$ cat config.mk
export PLATFORM = sky130hd
export DESIGN_NAME = sio_dual_port
export DESIGN_NICKNAME = d
export VERILOG_FILES = /design/src/rtl/sio_pkg.sv /design/src/rtl/sio_edge_det.sv /design/src/rtl/sio_core.sv /design/src/rtl/sio_outsel.sv /design/src/rtl/sio_dual_port.sv
export SDC_FILE = /design/constraint.sdc
export NUM_CORES = 1
export LEC_CHECK = 0
export BUFFER_PORTS_ARGS = -buffer_cell sky130_fd_sc_hd__buf_2
export CAP_MARGIN = 40
export CORE_MARGIN = 2
export CORE_UTILIZATION = 30
export DETAILED_ROUTE_END_ITERATION = 16
export GPL_ROUTABILITY_DRIVEN = 0
export PLACE_DENSITY = 0.6
export REMOVE_ABC_BUFFERS = 1
export SLEW_MARGIN = 0
export SYNTH_ARGS = -nofsm -noshare
export SYNTH_HDL_FRONTEND = slang
export SYNTH_SLANG_ARGS = --single-unit
$ cat constraint.sdc
create_clock -name clk -period 3.5 [get_ports clk]
set_input_delay 0.525 -clock clk [delete_from_list [all_inputs] [get_ports clk]]
set_output_delay 0.525 -clock clk [all_outputs]
set_load 0.03 [all_outputs]
$ cat src/rtl/sio_pkg.sv
// Shared definitions for the dual-mode serial shift / event count port.
// Assumes a single instruction-cycle clock domain.
package sio_pkg;
    typedef enum logic {
        MODE_SHIFT = 1'b0,
        MODE_COUNT = 1'b1
    } sio_mode_e;
endpackage

$ cat src/rtl/sio_edge_det.sv
// Falling-edge qualifier for the event input.
// Synchronizes the pin through SYNC_STAGES flops, then flags an event when a
// high sample is followed by two low samples. Assumes SYNC_STAGES >= 2.
module sio_edge_det #(
    parameter int SYNC_STAGES = 2
) (
    input  logic clk,
    input  logic rst_n,
    input  logic pin,
    output logic fall_evt
);
    logic [SYNC_STAGES-1:0] sync_q;
    logic [1:0]             hist_q;
    logic                   synced;

    assign synced = sync_q[SYNC_STAGES-1];

    // Synchronizer chain for the asynchronous pin
    always_ff @(posedge clk) begin
        if (!rst_n) sync_q <= '0;
        else        sync_q <= {sync_q[SYNC_STAGES-2:0], pin};
    end

    // Two-deep history of synchronized samples
    always_ff @(posedge clk) begin
        if (!rst_n) hist_q <= '0;
        else        hist_q <= {hist_q[0], synced};
    end

    // Event: older sample high, last two samples low
    always_comb begin
        fall_evt = hist_q[1] & ~hist_q[0] & ~synced;
    end
endmodule

$ cat src/rtl/sio_core.sv
// Storage for the dual-mode register and the clock-enable latch.
// Shift mode: left shift with serial input into bit 0 every cycle.
// Count mode: decrement (wrapping) on each qualified event.
// An exchange load wins over both. Assumes si is stable around the edge.
module sio_core
    import sio_pkg::*;
#(
    parameter int WIDTH = 4
) (
    input  logic             clk,
    input  logic             rst_n,
    input  sio_mode_e        mode,
    input  logic             si,
    input  logic             fall_evt,
    input  logic             xchg,
    input  logic [WIDTH-1:0] load_val,
    input  logic             carry_in,
    output logic [WIDTH-1:0] data_q,
    output logic             skl_q
);
    localparam logic [WIDTH-1:0] ONE = WIDTH'(1);

    logic [WIDTH-1:0] data_nxt;

    // Next-state selection with exchange priority
    always_comb begin
        data_nxt = data_q;
        if (xchg)                     data_nxt = load_val;
        else if (mode == MODE_SHIFT)  data_nxt = {data_q[WIDTH-2:0], si};
        else if (fall_evt)            data_nxt = data_q - ONE;
    end

    // Register update
    always_ff @(posedge clk) begin
        if (!rst_n) data_q <= '0;
        else        data_q <= data_nxt;
    end

    // Clock-enable latch, loaded only on exchange
    always_ff @(posedge clk) begin
        if (!rst_n)    skl_q <= 1'b0;
        else if (xchg) skl_q <= carry_in;
    end
endmodule

$ cat src/rtl/sio_outsel.sv
// Output selection for serial data and serial clock by mode.
// Purely combinational; sk follows clk so it carries the cycle clock when gated.
module sio_outsel
    import sio_pkg::*;
(
    input  logic      clk,
    input  sio_mode_e mode,
    input  logic      so_en,
    input  logic      msb,
    input  logic      skl,
    output logic      so,
    output logic      sk
);
    // Mode table for the two outputs
    always_comb begin
        if (mode == MODE_COUNT) begin
            so = so_en;
            sk = skl;
        end else begin
            so = so_en & msb;
            sk = skl & clk;
        end
    end
endmodule

$ cat src/rtl/sio_dual_port.sv
// Top of the dual-mode serial shift / event count port.
// Wires the event qualifier, register core and output selector together.
// Assumes one clock domain; si_pin may be asynchronous in count mode only.
module sio_dual_port
    import sio_pkg::*;
#(
    parameter int WIDTH       = 4,
    parameter int SYNC_STAGES = 2
) (
    input  logic             clk,
    input  logic             rst_n,
    input  logic             si_pin,
    input  logic             mode_cnt,
    input  logic             so_en,
    input  logic             xchg,
    input  logic [WIDTH-1:0] acc_in,
    input  logic             carry_in,
    output logic [WIDTH-1:0] acc_out,
    output logic             so,
    output logic             sk
);
    sio_mode_e        mode;
    logic             fall_evt;
    logic [WIDTH-1:0] data_q;
    logic             skl_q;

    assign mode    = sio_mode_e'(mode_cnt);
    assign acc_out = data_q;

    sio_edge_det #(.SYNC_STAGES(SYNC_STAGES)) u_edge (
        .clk      (clk),
        .rst_n    (rst_n),
        .pin      (si_pin),
        .fall_evt (fall_evt)
    );

    sio_core #(.WIDTH(WIDTH)) u_core (
        .clk      (clk),
        .rst_n    (rst_n),
        .mode     (mode),
        .si       (si_pin),
        .fall_evt (fall_evt),
        .xchg     (xchg),
        .load_val (acc_in),
        .carry_in (carry_in),
        .data_q   (data_q),
        .skl_q    (skl_q)
    );

    sio_outsel u_out (
        .clk   (clk),
        .mode  (mode),
        .so_en (so_en),
        .msb   (data_q[WIDTH-1]),
        .skl   (skl_q),
        .so    (so),
        .sk    (sk)
    );
endmodule

==> results of run 1 <==
-- worst register-to-register path, stage by stage (launching register included) --
cell      delay [ns]
dfxtp_1         0.40
inv_1           0.09
ha_1            0.29
a211oi_1        0.23
a21oi_1         0.06
a211oi_1        0.23
-- power by group through the flow --
stage | Clock [uW] | Sequential [uW] | Combinational, uW
floorplan | 4.55 | 125 | 24.8
global placement | 5.73 | 118 | 49.8
detailed placement | 5.73 | 118 | 50.0
CTS | 143 | 115 | 50.2
global route | 149 | 116 | 55.5
finish | 135 | 115 | 49.5
-- state kept, by name, indices dropped and copies added, names as in the netlist --
name	count
u_core.data_q	4
u_core.skl_q	1
u_edge.hist_q	2
u_edge.sync_q	2
-- cell usage in the layout (no fill, tap or decap), drive strengths merged --
cell and n:
o31ai 1, nand2b 2, mux2i 1, xnor2 1, o221ai 1, o21a 2, or2 1, o211ai 2
nor2 5, a211oi 3, clkbuf 7, and2 3, dfxtp 9, nand2 1, ha 1, o21ai 2
o311ai 1, a21oi 4, buf 16, a31oi 2, inv 7
-- routing by layer --
| layer | GRT usage | vias to the layer above |
|---|---|---|
| li1 | - | 222 |
| met1 | 0.129 | 188 |
| met2 | 0.158 | 10 |
| met3 | 0.0958 | 6 |
| met4 | 0.170 | 0 |
| met5 | 0 | - |
-- logic make-up (layout without fill, tap and decap cells) --
| family | count (synthesis) | after routing | share of synthesized area |
|---|---|---|---|
| AOI/OAI and AO/OA | 18 | 18 | 0.296 |
| xor gates and xnor gates | 1 | 1 | 0.0189 |
| adders and majority gates | 1 | 1 | 0.0269 |
| buffers and inverters | 10 | 30 | 0.119 |
| DFF | 9 | 9 | 0.388 |
| muxes | 1 | 1 | 0.0216 |
| and+or+nand+nor | 12 | 12 | 0.129 |
-- final cells by class --
type	count	area share
clock buffers	8	0.0917
inverters	7	0.0490
multi-input cells	33	0.390
flip-flops and latches	9	0.307
well taps	16	0.0341
repair buffers	15	0.128
-- through the flow --
stage               total power, uW  hold WS, ns  utilization  cells  cell area (um2)
finish                          300        0.380        0.399     88              587
global placement                173        0.425        0.366     81              538
floorplan                       154        0.412            -     49              438
CTS                             309        0.366        0.399     88              587
detailed placement              173        0.429        0.366     81              538
global route                    321        0.368        0.399     88              587
-- final timing paths --
kind                                       from                            end  slack, ns  depth (start not counted)
setup / recovery                            clk                             sk       0.67                          4
setup reg to reg  u_core.data_q[0]$_SDFFE_PN0P_  u_core.data_q[1]$_SDFFE_PN0P_       2.11                          5
hold / removal                           si_pin    u_edge.sync_q[0]$_SDFF_PN0_       0.38                          3
hold reg to reg     u_edge.sync_q[0]$_SDFF_PN0_    u_edge.sync_q[1]$_SDFF_PN0_       0.44                          1
-- Yosys cell counts --
cell type,number
o21ai_0,2
inv_1,6
o221ai_1,1
ha_1,1
inv_4,1
a211oi_1,3
o31ai_1,1
a31oi_1,2
o21a_1,2
buf_6,1
mux2i_1,1
or2_2,1
buf_4,2
nor2_1,5
o311ai_4,1
o211ai_1,2
nand2b_1,2
nand2_1,1
xnor2_1,1
a21oi_1,4
and2_1,3
dfxtp_1,9
==> metrics.yaml, run 1 <==
power:
  p_per_area_nw_per_um2: 511
  p_sw_frac: 0.289
  internal_power_uw: 213
  power_frac_clock: 0.451
  p_comb_frac: 0.165
  ir_drop_mv: 0.272
  switchingPower_uw: 86.8
  power.leakage_uw: 0.000267
  power_frac_seq: 0.384
placement:
  place_hpwl_um: 672
  dpl_worst_slack_ns: 0.918
  port_buffers: 16
routing:
  wire_per_inst_um: 10.7
  drt-pass1-iter-count: 2
  vias_per_cell: 4.84
  drc_errors: 0
  drt_iter0_drc: 5
  wl_met3_um: 69
  antenna_left: 0
  dr_wl_met2_um: 430
  vias: 426
  routed_wirelength_um: 938
  top_layer: "met4"
  met1_length_um: 393
clock_network:
  clk_latency_ns: 0.37
  cts.reportedPaths.clkPinSlew_ns: 0.06
  cts_setup_buffers: 0
  ctsResizeCount: 0
  cts_tree: "built"
  holdBufCountCts: 0
finish:
  area_delta_synth_final_pct: 26.4
  drive_above_1_share: 0.347
  antenna_cells: 0
  fill_cells: 165
  nets: 85
  seq_area_um2: 180
  multiInputGateArea_um2: 229
setup_path:
  cp_top_family: "buffers and inverters"
  critical_path_class: "clk -> out"
  critPathArrivalTime_ns: 2.30
  crit_top_cell: "clkbuf_4"
  cp_max_fo: 2
  max_stage_delay_ns: 0.17
  slowest_stage: "buf_2"
  endpoint_kind: "primary output"
  crit_chain: "clkbuf_4, clkbuf_4, o21a_1, buf_2"
  path_buf_inv: 3
  startpoint_type: "clock port"
  crit_required_ns: 2.97
logic_synthesis:
  ys_seq_area_frac: 0.388
  synthCells: 52
  yosys_warnings: 0
  synth_area_leaders: "dfxtp_1 (39%), o311ai_4 (5.7%), a211oi_1 (4.9%)"
  synth_top_area_cell: "dfxtp_1"
  yosys.area.top_type_share: 0.388
  syn_area_per_cell_um2: 8.93
  yosysUniqueCellTypes: 22
  syn_area_um2: 464
  ys_ff_latch: 9
die:
  die_area_um2: 1880
  row_count: 14
  core_um2: 1470
  die_h_um: 43.3
  start_util: 0.315
  ioPinCount: 17
  die_w_um: 43.3
sta:
  hold_viol_final: 0
  worst_slack_ns: 0.674
  clock_skew_ns: 0.000869
  rsz0062_at_grt: "no"
  slew_headroom: 0.752
  tightest_slew_ns: 0.370
  setup_viol: 0
  report.final.slew_viol_count: 0
  tns_ns: 0
hold_path:
  hp-class: "in -> reg"
status:
  status: "finished clean"
global_routing:
  grt_pass1_vias: 395
  grt_pass1_wl_um: 1600
  grt_usage: 0.133
  grt-ovfl-total: 0
  grt_max_degree: 11
  antenna_found_initial: 0
flow_run:
  cap_violations: 0
Note: power is estimated with default switching activity, not from simulation.
==> run 2, diff against run 1 <==
- ABC_AREA: default -> 1
- PLACE_DENSITY: 0.6 -> 0.62
- clock period: 3.5 -> 2.4 ns (I/O delays scaled with it)
==> run 2 against run 1 <==
Synthesized cell count is 17% higher; clock skew hardly changed; highest routed layer unchanged; largest cell class unchanged; global-route usage is 1.9 points higher.
==> metrics.yaml, run 2 <==
logic_synthesis:
  ys_seq_area_frac: 0.396  # was 0.388
  synth_top_area_cell: "dfxtp_1"  # unchanged
  synthFlopType: "dfxtp_1"  # unchanged
  synth_common_cells: "dfxtp_1 (9), inv_1 (9), nand2_1 (9)"  # was dfxtp_1 (9), inv_1 (6), nor2_1 (5)
  syn_area_per_cell_um2: 7.47  # was 8.93 um2
  synth_edf_count: 0  # unchanged
  synthCells: 61  # was 52
  ys_ff_latch: 9  # unchanged
  synth_area_leaders: "dfxtp_1 (40%), inv_1 (7.4%), nand2_1 (7.4%)"  # was dfxtp_1 (39%), o311ai_4 (5.7%), a211oi_1 (4.9%)
  yosys_warnings: 0  # unchanged
  async_flop_share: 0  # unchanged
  yosysUniqueCellTypes: 17  # was 22
  syn_area_um2: 455  # was 464 um2
  yosys.area.top_type_share: 0.396  # was 0.388
power:
  p_sw_frac: 0.307  # was 0.289
  power_frac_seq: 0.374  # was 0.384
  p_per_area_nw_per_um2: 755  # was 511 nW/um2
  power.leakage_uw: 0.000309  # was 0.000267 uW
  ir_drop_mv: 0.304  # was 0.272 mV
  p_comb_frac: 0.173  # was 0.165
  internal_power_uw: 312  # was 213 uW
  switchingPower_uw: 138  # was 86.8 uW
  power_frac_clock: 0.452  # was 0.451
sta:
  report.final.slew_viol_count: 0  # unchanged
  tightest_slew_ns: 0.193  # was 0.370 ns
  tns_ns: 0  # unchanged
  rsz0062_at_grt: "no"  # unchanged
  slew_headroom: 0.871  # was 0.752
  hold_viol_final: 0  # unchanged
  worst_slack_ns: 0.257  # was 0.674 ns
  clock_skew_ns: 0.00110  # was 0.000869 ns
  setup_viol: 0  # unchanged
clock_network:
  cts_setup_buffers: 0  # unchanged
  clk_latency_ns: 0.36  # was 0.37 ns
  holdBufCountCts: 0  # unchanged
  cts.reportedPaths.clkPinSlew_ns: 0.06  # about the same
  ctsResizeCount: 0  # unchanged
  cts_tree: "built"  # unchanged
finish:
  fill_cells: 169  # was 165
  final_cell_mix: "buf_2 (16), inv_1 (9), nand2_1 (9), dfxtp_1 (9)"  # was buf_2 (16), dfxtp_1 (9), inv_1 (6), clkbuf_4 (6), nor2_1 (5)
  reg_top3: "u_core.data_q: 4 flops, u_edge.hist_q: 2 flops, u_edge.sync_q: 2 flops"  # unchanged
  nets: 96  # was 85
  top_register: "u_core.data_q"  # unchanged
  area_delta_synth_final_pct: 31.0  # was 26.4%
  largest_reg_flops: 4  # unchanged
  layout_commonest_cell: "buf_2"  # unchanged
  antenna_cells: 0  # unchanged
  drive_above_1_share: 0.337  # was 0.347
placement:
  place_hpwl_um: 707  # was 672 um
  dpl_worst_slack_ns: 0.533  # was 0.918 ns
  port_buffers: 16  # unchanged
setup_path:
  critical_path_class: "clk -> out"  # unchanged
  cp_max_fo: 2  # unchanged
  crit_chain: "clkbuf_4, clkbuf_4, o21a_1, buf_2"  # unchanged
  cp_top_family: "buffers and inverters"  # unchanged
  critPathArrivalTime_ns: 1.78  # was 2.30 ns
  max_stage_delay_ns: 0.17  # about the same
  startpoint_type: "clock port"  # unchanged
  endpoint_kind: "primary output"  # unchanged
  crit_required_ns: 2.04  # was 2.97 ns
  crit_top_cell: "clkbuf_4"  # unchanged
  path_buf_inv: 3  # unchanged
  slowest_stage: "o21a_1"  # was buf_2
die:
  start_util: 0.310  # was 0.315
  die_area_um2: 1850  # was 1880 um2
  row_count: 14  # unchanged
  ioPinCount: 17  # unchanged
  die_h_um: 43.0  # was 43.3 um
  die_w_um: 43.0  # was 43.3 um
  core_um2: 1470  # unchanged
global_routing:
  grt_pass1_vias: 462  # was 395
  antenna_found_initial: 0  # unchanged
  grt-ovfl-total: 0  # unchanged
  grt_usage: 0.151  # was 0.133
  grt_pass1_wl_um: 1810  # was 1600 um
  grt_max_degree: 10  # was 11
routing:
  drt_iter0_drc: 7  # was 5
  drt-pass1-iter-count: 3  # was 2
  wire_per_inst_um: 10.5  # was 10.7 um
  vias: 464  # was 426
  drc_errors: 0  # unchanged
  antenna_left: 0  # unchanged
  routed_wirelength_um: 1040  # was 938 um
  vias_per_cell: 4.69  # was 4.84
hold_path:
  hp-class: "in -> reg"  # unchanged
flow_run:
  cap_violations: 0  # unchanged
status:
  status: "finished clean"  # unchanged
## run 2: changes by cell type in the layout (fill, tap and decap cells not counted), sizes merged, moves of 2 or more
cell	delta
o21ai	+6
nand3	+3
a211oi	-3
a22oi	+2
and2	-3
nand2b	-2
nand2	+9
inv	+4
a31oi	-2
## run 2: cell families (layout without fill, tap and decap cells)
logic type               Yosys count  after routing  share of synthesized area
AO/OA/AOI/OAI                     19             19                      0.264
AND/OR/NAND/NOR                   19             19                      0.187
buffers and inverters             12             34                      0.107
flip-flops                         9              9                      0.396
XOR/XNOR                           1              1                     0.0192
adder cells (fa/ha/maj)            1              1                     0.0275
## run 2: power by group through the flow
| stage | clock (uW) | combinational [uW] | sequential [uW] |
|---|---|---|---|
| final | 204 | 78.1 | 169 |
| after global routing | 226 | 88.5 | 170 |
| after detailed placement | 11.0 | 78.5 | 171 |
| after global placement | 11.0 | 77.8 | 171 |
| after CTS | 213 | 78.7 | 168 |
| after floorplan | 8.70 | 41.0 | 182 |
## run 2: final timing paths
path | start | to | slack (ns) | cells past startpoint
setup reg to reg | u_core.data_q[0]$_SDFFE_PN0P_ | u_core.data_q[1]$_SDFFE_PN0P_ | 1.19 | 5
hold reg to reg | u_edge.sync_q[0]$_SDFF_PN0_ | u_edge.sync_q[1]$_SDFF_PN0_ | 0.41 | 2
setup / recovery | clk | sk | 0.26 | 4
hold / removal | si_pin | u_edge.sync_q[0]$_SDFF_PN0_ | 0.20 | 3
## run 2: cell type report
cell class | instances | area [um2] | area share
Clock buffer | 8 | 53.8 | 0.0901
Inverter | 11 | 41.3 | 0.0692
Multi-Input combinational cell | 40 | 226 | 0.379
Sequential cell | 9 | 180 | 0.302
Tap cell | 16 | 20.0 | 0.0335
Timing Repair Buffer | 15 | 75.1 | 0.126
## run 2: metrics by stage
stage	hold slack, ns	instances	util	area [um2]	total power [uW]
after floorplan	0.390	60	-	448	232
after global placement	0.393	92	0.372	548	260
after detailed placement	0.398	92	0.372	548	261
after CTS	0.188	99	0.406	597	460
after global routing	0.213	99	0.406	597	485
final	0.195	99	0.406	597	450
## run 2: metal layers
layer / up-vias / global-route usage / wire [um]
met5: - / 0 / 0
met4: 0 / 0.194 / 31
met3: 4 / 0.0979 / 83
met2: 19 / 0.182 / 465
met1: 196 / 0.151 / 456
li1: 245 / - / -
## run 2: tightest hold or removal path: cells and delay by family
kind                   cells  cell delay [ns]
buffers and inverters      2             0.13
AND/OR/NAND/NOR            1             0.04
==> run 3, diff against run 2 <==
- ABC_AREA: 1 -> default
==> run 3 against run 2 <==
Die area is 1.7% higher; final cell count is 11% lower; largest power group unchanged; via count is 10% lower; utilization shrank 0.68 points; non-clock buffer count unchanged.
==> metrics.yaml, run 3 (synthesis gave the netlist of run 1 again) <==
die:
  core_um2: 1470  # unchanged
  die_h_um: 43.3  # was 43.0 um
  row_count: 14  # unchanged
  start_util: 0.315  # was 0.310
  die_w_um: 43.3  # was 43.0 um
  die_area_um2: 1880  # was 1850 um2
  ioPinCount: 17  # unchanged
sta:
  tns_ns: 0  # unchanged
  whs_ns: 0.216  # was 0.195 ns
  hold_viol_final: 0  # unchanged
  tightest_slew_ns: 0.378  # was 0.193 ns
  rsz0062_at_grt: "no"  # unchanged
  setup_viol: 0  # unchanged
  slew_headroom: 0.747  # was 0.871
  clock_skew_ns: 0.00416  # was 0.00110 ns
  report.final.slew_viol_count: 0  # unchanged
setup_path:
  timing.critical_path.from: "clk"  # unchanged
  r2r_start: "u_core.data_q[0]$_SDFFE_PN0P_"  # unchanged
  startpoint_type: "clock port"  # unchanged
  critPathArrivalTime_ns: 1.75  # was 1.78 ns
  r2r_end: "u_core.data_q[1]$_SDFFE_PN0P_"  # unchanged
  endpoint_kind: "primary output"  # unchanged
  crit_required_ns: 2.04  # about the same
  r2r_slack_ns: 1.07  # was 1.19 ns
  crit_end: "sk"  # unchanged
  critical_path_class: "clk -> out"  # unchanged
  cp_max_fo: 2  # unchanged
  rr_worst_depth: 5  # unchanged
routing:
  drt-pass1-iter-count: 2  # was 3
  drc_errors: 0  # unchanged
  drt_iter0_drc: 3  # was 7
  antenna_left: 0  # unchanged
  routed_wirelength_um: 929  # was 1040 um
  vias: 417  # was 464
  wire_per_inst_um: 10.6  # was 10.5 um
  vias_per_cell: 4.74  # was 4.69
power:
  ir_drop_mv: 0.414  # was 0.304 mV
  switchingPower_uw: 127  # was 138 uW
  p_per_area_nw_per_um2: 746  # was 755 nW/um2
  power_frac_clock: 0.451  # was 0.452
  p_comb_frac: 0.166  # was 0.173
  power.leakage_uw: 0.000267  # was 0.000309 uW
  p_sw_frac: 0.290  # was 0.307
  power_frac_seq: 0.383  # was 0.374
  internal_power_uw: 311  # was 312 uW
global_routing:
  grt_pass1_wl_um: 1500  # was 1810 um
  grt_max_degree: 11  # was 10
  grt_usage: 0.118  # was 0.151
  grt_pass1_vias: 385  # was 462
  grt-ovfl-total: 0  # unchanged
  antenna_found_initial: 0  # unchanged
finish:
  layout_commonest_cell: "buf_2"  # unchanged
  fill_cells: 165  # was 169
  fin_area_um2: 587  # was 597 um2
  drive_above_1_share: 0.347  # was 0.337
  utilization: 0.399  # was 0.406
  final_cell_mix: "buf_2 (16), dfxtp_1 (9), inv_1 (6), clkbuf_4 (6), nor2_1 (5)"  # was buf_2 (16), inv_1 (9), nand2_1 (9), dfxtp_1 (9)
  largest_reg_flops: 4  # unchanged
  stdcell_count: 88  # was 99
  reg_top3: "u_core.data_q: 4 flops, u_edge.hist_q: 2 flops, u_edge.sync_q: 2 flops"  # unchanged
  nets: 85  # was 96
  top_register: "u_core.data_q"  # unchanged
  antenna_cells: 0  # unchanged
  area_delta_synth_final_pct: 26.4  # was 31.0%
clock_network:
  clk_latency_ns: 0.37  # was 0.36 ns
  cts_tree: "built"  # unchanged
  cts.reportedPaths.clkPinSlew_ns: 0.06  # about the same
  holdBufCountCts: 0  # unchanged
  ctsResizeCount: 0  # unchanged
  cts_setup_buffers: 0  # unchanged
placement:
  place_hpwl_um: 694  # was 707 um
  dpl.cell_count: 81  # was 92
  port_buffers: 16  # unchanged
  place_area_um2: 538  # was 548 um2
status:
  status: "finished clean"  # unchanged
hold_path:
  hp-class: "in -> reg"  # unchanged
flow_run:
  cap_violations: 0  # unchanged
-- run 3: changes by cell type in the layout (fill, tap and decap cells not counted), sizes merged, moves of 3 or more --
cell,change
nand2,-9
o21ai,-6
inv,-4
a211oi,+3
and2,+3
nand3,-3
-- run 3: layer usage --
| metal | part of all wire | GRT usage | vias up | wire (um) |
|---|---|---|---|---|
| li1 | - | - | 218 | - |
| met5 | 0 | 0 | - | 0 |
| met1 | 0.47 | 0.132 | 182 | 433 |
| met3 | 0.051 | 0.0708 | 3 | 47 |
| met2 | 0.46 | 0.146 | 14 | 425 |
| met4 | 0.025 | 0.121 | 0 | 23 |
-- run 3: per-stage QoR --
step | setup WS [ns] | power, uW
3_5_place_dp | 0.533 | 253
5_1_grt | 0.260 | 466
6_report | 0.288 | 438
3_3_place_gp | 0.533 | 253
2_1_floorplan | 0.580 | 225
4_1_cts | 0.275 | 448
-- run 3: worst max-delay path, cell delays in order --
cell and delay, ns:
clkbuf_4 0.11, clkbuf_4 0.12, o21a_1 0.15, buf_2 0.17
-- run 3: cell type report --
cell class / count / area, um2 / area share
multi-input cells: 33 / 229 / 0.390
flip-flops and latches: 9 / 180 / 0.307
repair buffers: 15 / 75.1 / 0.128
clock buffers: 8 / 53.8 / 0.0917
inverters: 7 / 28.8 / 0.0490
well taps: 16 / 20.0 / 0.0341
-- run 3: worst min-delay path by stage --
stage,startpoint,end,depth (start not counted)
3_3_place_gp,u_edge.sync_q[0]$_SDFF_PN0_,u_edge.sync_q[1]$_SDFF_PN0_,1
3_5_place_dp,u_edge.sync_q[0]$_SDFF_PN0_,u_edge.sync_q[1]$_SDFF_PN0_,1
6_report,si_pin,u_edge.sync_q[0]$_SDFF_PN0_,3
4_1_cts,si_pin,u_edge.sync_q[0]$_SDFF_PN0_,3
2_1_floorplan,u_edge.sync_q[0]$_SDFF_PN0_,u_edge.sync_q[1]$_SDFF_PN0_,1
5_1_grt,si_pin,u_edge.sync_q[0]$_SDFF_PN0_,3
-- run 3: power by group through the flow --
stage                     registers, uW  logic (uW)  clock network, uW
after floorplan                     182        36.2               6.63
after global placement              172        72.9               8.36
after detailed placement            172        73.1               8.36
after CTS                           168        73.3                206
after global routing                170        80.5                216
final                               168        72.6                197
